[config.mk]
export PLATFORM = sky130hd
export DESIGN_NAME = split_cs_handler
export DESIGN_NICKNAME = d
export VERILOG_FILES = /design/src/rtl/split_cs_pkg.sv /design/src/rtl/split_cs_classify.sv /design/src/rtl/split_cs_errcnt.sv /design/src/rtl/split_cs_pieces.sv /design/src/rtl/split_cs_handler.sv
export SDC_FILE = /design/constraint.sdc
export NUM_CORES = 1
export LEC_CHECK = 0
export CAP_MARGIN = 0
export CORE_MARGIN = 4
export CORE_UTILIZATION = 46
export CTS_BUF_LIST = sky130_fd_sc_hd__clkbuf_4
export CTS_CLUSTER_SIZE = 40
export DETAILED_ROUTE_END_ITERATION = 16
export PLACE_DENSITY_LB_ADDON = 0.08
export SKIP_CTS_REPAIR_TIMING = 1
export SYNTH_ARGS = -nofsm -noshare
export SYNTH_HDL_FRONTEND = slang
export SYNTH_SLANG_ARGS = --single-unit
export TNS_END_PERCENT = 10
[constraint.sdc]
create_clock -name clk -period 2.6 [get_ports clk]
set_clock_uncertainty 0.05 [all_clocks]
set_input_delay 0.78 -clock clk [delete_from_list [all_inputs] [get_ports clk]]
set_output_delay 0.78 -clock clk [all_outputs]
set_load 0.05 [all_outputs]
[src/rtl/split_cs_pkg.sv]
package split_cs_pkg;

  typedef enum logic [3:0] {
    PID_DATA0 = 4'b0011,
    PID_DATA1 = 4'b1011,
    PID_MDATA = 4'b1111,
    PID_NAK   = 4'b1010,
    PID_STALL = 4'b1110,
    PID_NYET  = 4'b0110,
    PID_ERR   = 4'b1100
  } pid_e;

  typedef enum logic [2:0] {
    ACT_NEXT_CMD = 3'd0,
    ACT_NEXT_CS  = 3'd1,
    ACT_START    = 3'd2,
    ACT_RETRY    = 3'd3,
    ACT_HALT     = 3'd4
  } act_e;

  typedef enum logic [2:0] {
    OUT_ERROR,
    OUT_MORE,
    OUT_RESTART,
    OUT_STOP,
    OUT_DONE,
    OUT_PIECE,
    OUT_MISMATCH
  } outcome_e;

endpackage

[src/rtl/split_cs_classify.sv]
module split_cs_classify
  import split_cs_pkg::*;
(
  input  logic [3:0] pid,
  input  logic       crc_ok,
  input  logic       timeout,
  input  logic       last_slot,
  input  logic       exp_toggle,
  input  logic       piece_full,
  output outcome_e   outcome
);

  logic rx_toggle;
  assign rx_toggle = pid[3];

  always_comb begin
    outcome = OUT_ERROR;
    if (!timeout) begin
      case (pid)
        PID_NYET:  outcome = last_slot ? OUT_ERROR : OUT_MORE;
        PID_NAK:   outcome = OUT_RESTART;
        PID_STALL: outcome = OUT_STOP;
        PID_DATA0,
        PID_DATA1: begin
          if (!crc_ok)                      outcome = OUT_ERROR;
          else if (rx_toggle == exp_toggle) outcome = OUT_DONE;
          else                              outcome = OUT_MISMATCH;
        end
        PID_MDATA: begin
          if (!crc_ok || last_slot || piece_full) outcome = OUT_ERROR;
          else                                    outcome = OUT_PIECE;
        end
        default:   outcome = OUT_ERROR;
      endcase
    end
  end

endmodule

[src/rtl/split_cs_errcnt.sv]
module split_cs_errcnt #(
  parameter int LIMIT = 3,
  localparam int W    = $clog2(LIMIT + 1)
) (
  input  logic clk,
  input  logic rst,
  input  logic clear,
  input  logic bump,
  output logic exhausted
);

  logic [W-1:0] cnt;
  logic [W:0]   inc;

  assign inc       = {1'b0, cnt} + (W + 1)'(1);
  assign exhausted = inc >= (W + 1)'(LIMIT);

  always_ff @(posedge clk) begin
    if (rst || clear) begin
      cnt <= '0;
    end else if (bump && inc <= (W + 1)'(LIMIT)) begin
      cnt <= inc[W-1:0];
    end
  end

endmodule

[src/rtl/split_cs_pieces.sv]
module split_cs_pieces #(
  parameter int MAX_PIECES = 1,
  localparam int PW        = $clog2(MAX_PIECES + 1)
) (
  input  logic clk,
  input  logic rst,
  input  logic clear,
  input  logic add,
  output logic held,
  output logic full
);

  logic [PW-1:0] cnt;

  assign held = cnt != '0;
  assign full = cnt == PW'(MAX_PIECES);

  always_ff @(posedge clk) begin
    if (rst || clear) begin
      cnt <= '0;
    end else if (add && !full) begin
      cnt <= cnt + PW'(1);
    end
  end

endmodule

[src/rtl/split_cs_handler.sv]
module split_cs_handler
  import split_cs_pkg::*;
#(
  parameter int ERR_LIMIT  = 3,
  parameter int MAX_PIECES = 1
) (
  input  logic       clk,
  input  logic       rst,
  input  logic       cmd_load,
  input  logic       cmd_toggle,
  input  logic       rsp_valid,
  input  logic [3:0] rsp_pid,
  input  logic       rsp_crc_ok,
  input  logic       rsp_timeout,
  input  logic       last_cs,
  output logic       act_valid,
  output logic [2:0] act_code,
  output logic       acc_strobe,
  output logic       acc_final,
  output logic       rej_strobe
);

  logic     exp_toggle;
  logic     piece_held;
  logic     piece_full;
  logic     err_exhausted;
  outcome_e outcome;

  logic     is_err;
  logic     drop_pieces;
  act_e     act_d;
  logic     acc_d;
  logic     fin_d;
  logic     rej_d;

  always_ff @(posedge clk) begin
    if (rst) begin
      exp_toggle <= 1'b0;
    end else if (cmd_load) begin
      exp_toggle <= cmd_toggle;
    end
  end

  split_cs_classify u_classify (
    .pid        (rsp_pid),
    .crc_ok     (rsp_crc_ok),
    .timeout    (rsp_timeout),
    .last_slot  (last_cs),
    .exp_toggle (exp_toggle),
    .piece_full (piece_full),
    .outcome    (outcome)
  );

  assign is_err      = rsp_valid && outcome == OUT_ERROR;
  assign drop_pieces = rsp_valid && outcome != OUT_PIECE && outcome != OUT_MORE;

  split_cs_errcnt #(.LIMIT(ERR_LIMIT)) u_errcnt (
    .clk       (clk),
    .rst       (rst),
    .clear     (cmd_load),
    .bump      (is_err),
    .exhausted (err_exhausted)
  );

  split_cs_pieces #(.MAX_PIECES(MAX_PIECES)) u_pieces (
    .clk   (clk),
    .rst   (rst),
    .clear (cmd_load || drop_pieces),
    .add   (rsp_valid && outcome == OUT_PIECE),
    .held  (piece_held),
    .full  (piece_full)
  );

  always_comb begin
    act_d = ACT_RETRY;
    acc_d = 1'b0;
    fin_d = 1'b0;
    rej_d = 1'b0;
    case (outcome)
      OUT_MORE:     act_d = ACT_NEXT_CS;
      OUT_RESTART: begin
        act_d = ACT_START;
        rej_d = piece_held;
      end
      OUT_STOP: begin
        act_d = ACT_HALT;
        rej_d = piece_held;
      end
      OUT_DONE: begin
        act_d = ACT_NEXT_CMD;
        acc_d = 1'b1;
        fin_d = 1'b1;
      end
      OUT_PIECE: begin
        act_d = ACT_NEXT_CS;
        acc_d = 1'b1;
      end
      OUT_MISMATCH: begin
        act_d = ACT_START;
        rej_d = 1'b1;
      end
      default: begin
        act_d = err_exhausted ? ACT_HALT : ACT_RETRY;
        rej_d = piece_held;
      end
    endcase
  end

  always_ff @(posedge clk) begin
    if (rst) begin
      act_valid  <= 1'b0;
      act_code   <= 3'd0;
      acc_strobe <= 1'b0;
      acc_final  <= 1'b0;
      rej_strobe <= 1'b0;
    end else begin
      act_valid  <= rsp_valid;
      act_code   <= rsp_valid ? act_d : 3'd0;
      acc_strobe <= rsp_valid && acc_d;
      acc_final  <= rsp_valid && fin_d;
      rej_strobe <= rsp_valid && rej_d;
    end
  end

endmodule

== Word-level counts from Yosys, hierarchy flattened ==
Cells that the tools add are included.

* Output and inout bits: 7
* Register bits: 11
* Word-level logic and storage cells: 62
* Input port bits: 12

* Add/subtract/negate cells: 2
* Reductions and logical operators: 23
* $lt $le $gt $ge: 2
* Bitwise gates (word level): 1
* Multiplexer cells: 11
* Eq/ne operators: 15

{| class="wikitable"
|+ Operators by type and width
! cell !! count
|-
| $eq 4x4->1 const B || 4
|-
| $pmux 3 s5 || 1
|-
| $mux 3 || 4
|-
| $pmux 3 s4 || 1
|-
| $reduce_or 2->1 || 5
|-
| $eq 3x3->1 const B || 3
|-
| $logic_and 1x1->1 || 9
|-
| $eq 3x2->1 const B || 2
|-
| $logic_or 1x1->1 || 5
|-
| $eq 4x2->1 const B || 1
|-
| $eq 4x3->1 const B || 1
|-
| $add 2x1->3 const B || 1
|-
| $eq 3x1->1 const B || 1
|-
| $ge 3x2->1 const B || 1
|-
| $le 3x2->1 const B || 1
|-
| $logic_not 3->1 || 1
|-
| $mux 1 || 3
|-
| $ne 3x1->1 const B || 1
|-
| $ne 3x3->1 const B || 1
|-
| $reduce_or 3->1 || 1
|-
| $logic_not 1->1 || 2
|-
| $mux 2 || 1
|-
| $pmux 1 s2 || 1
|-
| $add 1x1->1 const B || 1
|-
| other kinds (2) || 2
|}

== Logic depth before layout (Yosys ltp) ==
Gate-level depths: netlist of the first run.

* Word-level depth: 11
* Gate-level depth with buffers: 5
* Mapped depth without buffers: 5

== Modules after synthesis ==
A second synthesis of the first run with hierarchy kept.

* Cells, all modules: 71
* Area total of the unflattened synthesis: 623.1 um^2

{| class="wikitable"
|+ Modules (own cells, without submodules)
! module !! cells each !! sequential area each (um^2) !! area an instance (um^2) !! instances
|-
| split_cs_handler || 39 || 160.2 || 341.6 || 1
|-
| split_cs_errcnt || 11 || 40.0 || 123.9 || 1
|-
| split_cs_classify || 17 || 0.0 || 116.4 || 1
|-
| split_cs_pieces || 4 || 20.0 || 41.3 || 1
|}

== Worst setup path after synthesis of the first run ==
OpenSTA, ideal clock, no wires.

* Kind: input -> register
* Start point: input last_cs
* End point: register u_errcnt.cnt[0]
* Library setup time: 0.123 ns
* Setup slack: 0.473 ns
* Data arrival time: 1.954 ns
* Required time: 2.427 ns
* Buffers on the path: 0
* Stages on the path: 5
* Path through: or3b_4 > a21o_1 > a31o_4 > nand2_1 > mux2_1

* Longest elaborated chain between the ends: 8
* Elaborated cells on any way between the ends: 9
* Classes of those cells: mux: 4; reduce/logical: 5

{| class="wikitable"
|+ Ends and longest elaborated chain
! element !! line !! text
|-
| start, declared || split_cs_handler.sv:15 || <nowiki>input logic last_cs,</nowiki>
|-
| $logic_or 1x1->1 (2 in a row) || split_cs_classify.sv:30 || <nowiki>if (!crc_ok || last_slot || piece_full) outcome = OUT_ERROR;</nowiki>
|-
| $mux 3 || split_cs_classify.sv:30 ||
|-
| $pmux 3 s5 * || split_cs_classify.sv:19 || <nowiki>case (pid)</nowiki>
|-
| $mux 3 * || split_cs_classify.sv:18 || <nowiki>if (!timeout) begin</nowiki>
|-
| $logic_not 3->1 * || split_cs_handler.sv:54 || <nowiki>assign is_err = rsp_valid && outcome == OUT_ERROR;</nowiki>
|-
| $logic_and 1x1->1 * || split_cs_handler.sv:54 ||
|-
| $logic_and 1x1->1 * || split_cs_errcnt.sv:21 || <nowiki>end else if (bump && inc <= (W + 1)'(LIMIT)) begin</nowiki>
|-
| end signal, assigned || split_cs_errcnt.sv:22 || <nowiki>cnt <= inc[W-1:0];</nowiki>
|-
| end, declared || split_cs_errcnt.sv:12 || <nowiki>logic [W-1:0] cnt;</nowiki>
|}

Every way passes the cells marked *; elsewhere a longest branch is shown, timed or not.
A chain may end at the register's enable or synchronous reset.

== Final worst setup path of the first run ==
* Start point: input rsp_pid[3]
* End point: register u_errcnt.cnt[0]

* Longest elaborated chain between the ends: 8
* Elaborated cells on any way between the ends: 15
* Classes of those cells: eq/ne: 7; mux: 4; reduce/logical: 4

{| class="wikitable"
|+ Ends and longest elaborated chain
! element !! line !! text
|-
| start, declared || split_cs_handler.sv:12 || <nowiki>input logic [3:0] rsp_pid,</nowiki>
|-
| $eq 1x1->1 || split_cs_classify.sv:26 || <nowiki>else if (rx_toggle == exp_toggle) outcome = OUT_DONE;</nowiki>
|-
| $mux 2 || split_cs_classify.sv:26 ||
|-
| $mux 3 || split_cs_classify.sv:25 || <nowiki>if (!crc_ok) outcome = OUT_ERROR;</nowiki>
|-
| $pmux 3 s5 * || split_cs_classify.sv:19 ||
|-
| $mux 3 * || split_cs_classify.sv:18 ||
|-
| $logic_not 3->1 * || split_cs_handler.sv:54 ||
|-
| $logic_and 1x1->1 * || split_cs_handler.sv:54 ||
|-
| $logic_and 1x1->1 * || split_cs_errcnt.sv:21 ||
|}

Marked as above.

==> summary.md, run 1 <==
| Metric | Value |
|---|---|
| Fin area | `around 850 um2` |
| Largest family of logic cells by synthesized area | `simple AND/OR/NAND/NOR gates` |
| Setup repair after global routing missed its margin | `no` |
| Antenna diodes | `0` |
| Worst reg2reg endpoint | `u_errcnt.cnt[0]$_SDFFE_PP0P_` |
| CTS Buf Count | `3` |
| Hold Crit Endpoint | `exp_toggle$_SDFFE_PP0P_` |
| Initial Util | `0.514` |
| Status | `finished, final reports clean` |
| Fill count | `98` |
| Iter 0 DRT Violations | `5` |
| Avg WL per Cell | `between 10 and 15 um` |
| Die ar. | `roughly 2000 um2` |
| Worst-path clk slew | `70 ps` |
| Count leader, synth | `dfxtp_1` |
| First-pass GRT wire length | `2020 um` |
| Final Net Count | `approximately 110` |
| Pin count of the biggest net entering global routing | `8` |
| Post-synth top area share | `0.366` |
| Top post-synthesis cells by area | `dfxtp_1 (37%), a21oi_1 (5.0%), ha_1 (4.2%), nor2b_1 (4.2%), nand2_1 (3.1%)` |
| Avg Inst Size Synth | `between 9 and 10 um2` |
| Mapped Nets | `slightly below 80` |
| P_leak | `between 0.3 and 0.4 nW` |
| Simple-Gate Fraction of Synth Area | `0.301` |
| Die height | `approximately 44 um` |
| Critical path class | `input pin to register` |
| M1 wire length | `slightly below 600 um` |
| Worst slew pin tran | `a little under 500 ps` |
| Clock network power share | `0.332` |
| Post-synthesis adder-cell area fraction | `0.0416` |
| Switch share | `0.266` |
| Synth cell count leaders | `dfxtp_1 (11), a21oi_1 (6), nand2_1 (5), nor2_1 (5), nor2b_1 (4)` |
| Max layer used | `met4` |
| XOR/XNOR Fraction of Synth Area | `0.0146` |
| Vias in the first global route | `around 520` |
| Placed insts | `100` |
| Final min period | `between 2000 and 2500 ps` |
| PortBufs | `18` |
| Core Area | `~1200 um2` |
| Met2 Routed Length | `between 500 and 600 um` |
| Synth Register Bits | `11` |
| Final Hold Fails | `0` |
| Row count | `12` |
| Int Pwr | `0.284 mW` |
| Yosys cell types | `30` |
| WP data required | `approximately 2700 ps` |
| Wirelength, routed | `1260 um` |
| Main flop type after synthesis | `dfxtp_1` |
| Seq/Total Area, Yosys | `0.366` |
| Worst-skew pair later-pin latency | `270 ps` |
| Worst EP arrival | `about 2500 ps` |
| Combinational fraction of design power | `0.211` |
| Hold path cells | `2` |
| Setup TNS | `0 ps` |
| Post-synth EDFFs | `0` |
| Placer congestion estimate | `approximately 0.86` |
| IO Pins | `19` |
| Crit end category | `register` |
| Clk root buf | `clkbuf_4` |
| Area post-placement | `about 800 um2` |
| Flop pwr share | `0.457` |
| Initial antenna violation count | `0` |
| Layout cells sized above 1 | `0.167` |
| P_sw | `0.103 mW` |
| TritonCTS clock tree | `yes` |
| Hold Path Class | `register to register` |
| CP max FO | `5` |
| Clock buffer depth | `2` |
| Max_cap viols | `0` |
| Power per cell area | `454 nW/um2` |
| Pins Over Slew Limit | `0` |
| Metal3 WL | `~100 um` |
| H-tree levels | `1` |
| Cells after synthesis | `65` |
| DR DRC count | `0` |
| Reg2reg path depth | `5` |
| First-pass iteration count of the detailed router | `4` |
| Synth Area in Compound Gates | `0.222` |
| Tcrit/Tclk final | `0.922` |
| Post-synthesis mux area share | `0.0353` |
| Reg-to-reg startpoint | `u_pieces.full$_SDFFE_PP0P_` |
| CP startpoint kind | `input pin` |
| Slew margin rel. | `0.671` |
| Post-synth top area cell | `dfxtp_1` |
| Hold path startpoint | `exp_toggle$_SDFFE_PP0P_` |
| Via density per instance | `about 5.3` |
| Die X | `around 44 um` |
| Asr flop ratio synth | `0` |
| Total GRT Usage | `0.139` |
| Max VDD drop | `around 0.47 mV` |
| Synth warn | `0` |
| R2R setup slack | `830 ps` |
| Mapped Area | `between 600 and 700 um2` |
| Area growth, synth to finish | `41.6%` |
| Number of routed nets with antenna violations | `0` |
| Congestion Overflow GR | `0` |
| DP HPWL | `about 1000 um` |
| Non-Filler Instances | `104` |
| Setup violators final | `0` |
| Max Fclk | `around 420 MHz` |
| CTS Sinks | `11` |
| Vias | `551` |
[sequential cells by signal, indices dropped and copies added, names as in the netlist]
signal and cells:
acc_final 1, acc_strobe 1, act_code 3, act_valid 1, exp_toggle 1, rej_strobe 1, u_errcnt.cnt 2, u_pieces.full 1
[metrics by stage]
stage               total power [mW]  setup WS, ps  utilization  hold WS, ps
global route                   0.402           156        0.728          540
global placement               0.260         -32.7        0.702          458
detailed placement             0.262         -82.0        0.702          470
finish                         0.387           203        0.728          480
CTS                            0.388           204        0.728          488
floorplan                      0.223           473            -          420
[power by group through the flow]
stage,logic (mW),clock network [mW],registers (mW)
6_report,0.0815,0.129,0.177
3_5_place_dp,0.0812,0,0.181
3_3_place_gp,0.0797,0,0.181
2_1_floorplan,0.0310,0,0.192
5_1_grt,0.0880,0.136,0.178
4_1_cts,0.0815,0.130,0.177
[layout make-up]
class | count | area [um2] | share of cell area
clock buffers | 4 | 30.0 | 0.0352
inverters | 3 | 11.3 | 0.0132
multi-input cells | 51 | 370 | 0.435
flip-flops and latches | 11 | 220 | 0.258
well taps | 14 | 17.5 | 0.0206
repair buffers | 21 | 203 | 0.238
[cells by family after synthesis]
group	Yosys count
and+or+nand+nor	29
AOI/OAI and AO/OA	17
DFF	11
buffers and inverters	3
muxes	2
adders and majority gates	2
xor gates and xnor gates	1
[worst max-delay path by stage]
stage | from | endpoint | cells past startpoint
after global placement | rsp_pid[3] | u_errcnt.cnt[0]$_SDFFE_PP0P_ | 6
after detailed placement | rsp_pid[3] | u_errcnt.cnt[0]$_SDFFE_PP0P_ | 6
after floorplan | last_cs | u_errcnt.cnt[0]$_SDFFE_PP0P_ | 5
after global routing | rsp_pid[0] | u_errcnt.cnt[0]$_SDFFE_PP0P_ | 6
final | rsp_pid[3] | u_errcnt.cnt[0]$_SDFFE_PP0P_ | 6
after CTS | rsp_pid[3] | u_errcnt.cnt[0]$_SDFFE_PP0P_ | 6
[metal layers]
layer	GRT usage	vias to the layer above
li1	-	285
met1	0.169	245
met2	0.233	19
met3	0.0610	2
met4	0.0181	0
met5	0	-
[cells in the final DEF (no fill, tap or decap), types with 2 or more instances in the layout]
cell / netlist / final
o21a_1: 2 / 2
a21oi_1: 6 / 6
clkbuf_4: 0 / 4
dfxtp_1: 11 / 11
nor2_1: 5 / 5
nand2_1: 5 / 5
inv_1: 3 / 3
o21ai_0: 2 / 2
nor2b_1: 4 / 4
nand2b_1: 3 / 3
buf_4: 0 / 3
nor3_1: 3 / 3
clkdlybuf4s50_1: 0 / 18
ha_1: 2 / 2
[critical path, cell delays in order]
cell             delay, ps
clkdlybuf4s50_1        480
or3b_4                 400
a21o_1                 220
a31o_4                 260
nand2_1                 60
mux2_1                 310
Power figures use the tool's default switching activity.
==> run 2, diff against run 1 <==
CTS_CLUSTER_DIAMETER = 150   (was not set)
==> results of run 2 <==
Final layout, timing and power as in run 1 (identical DEF).
==> run 3, diff against run 2 <==
ABC_AREA = 0   (was not set)
TNS_END_PERCENT = 5   (was 10)
==> results of run 3 <==
Final layout, timing and power as in run 1 (identical DEF).
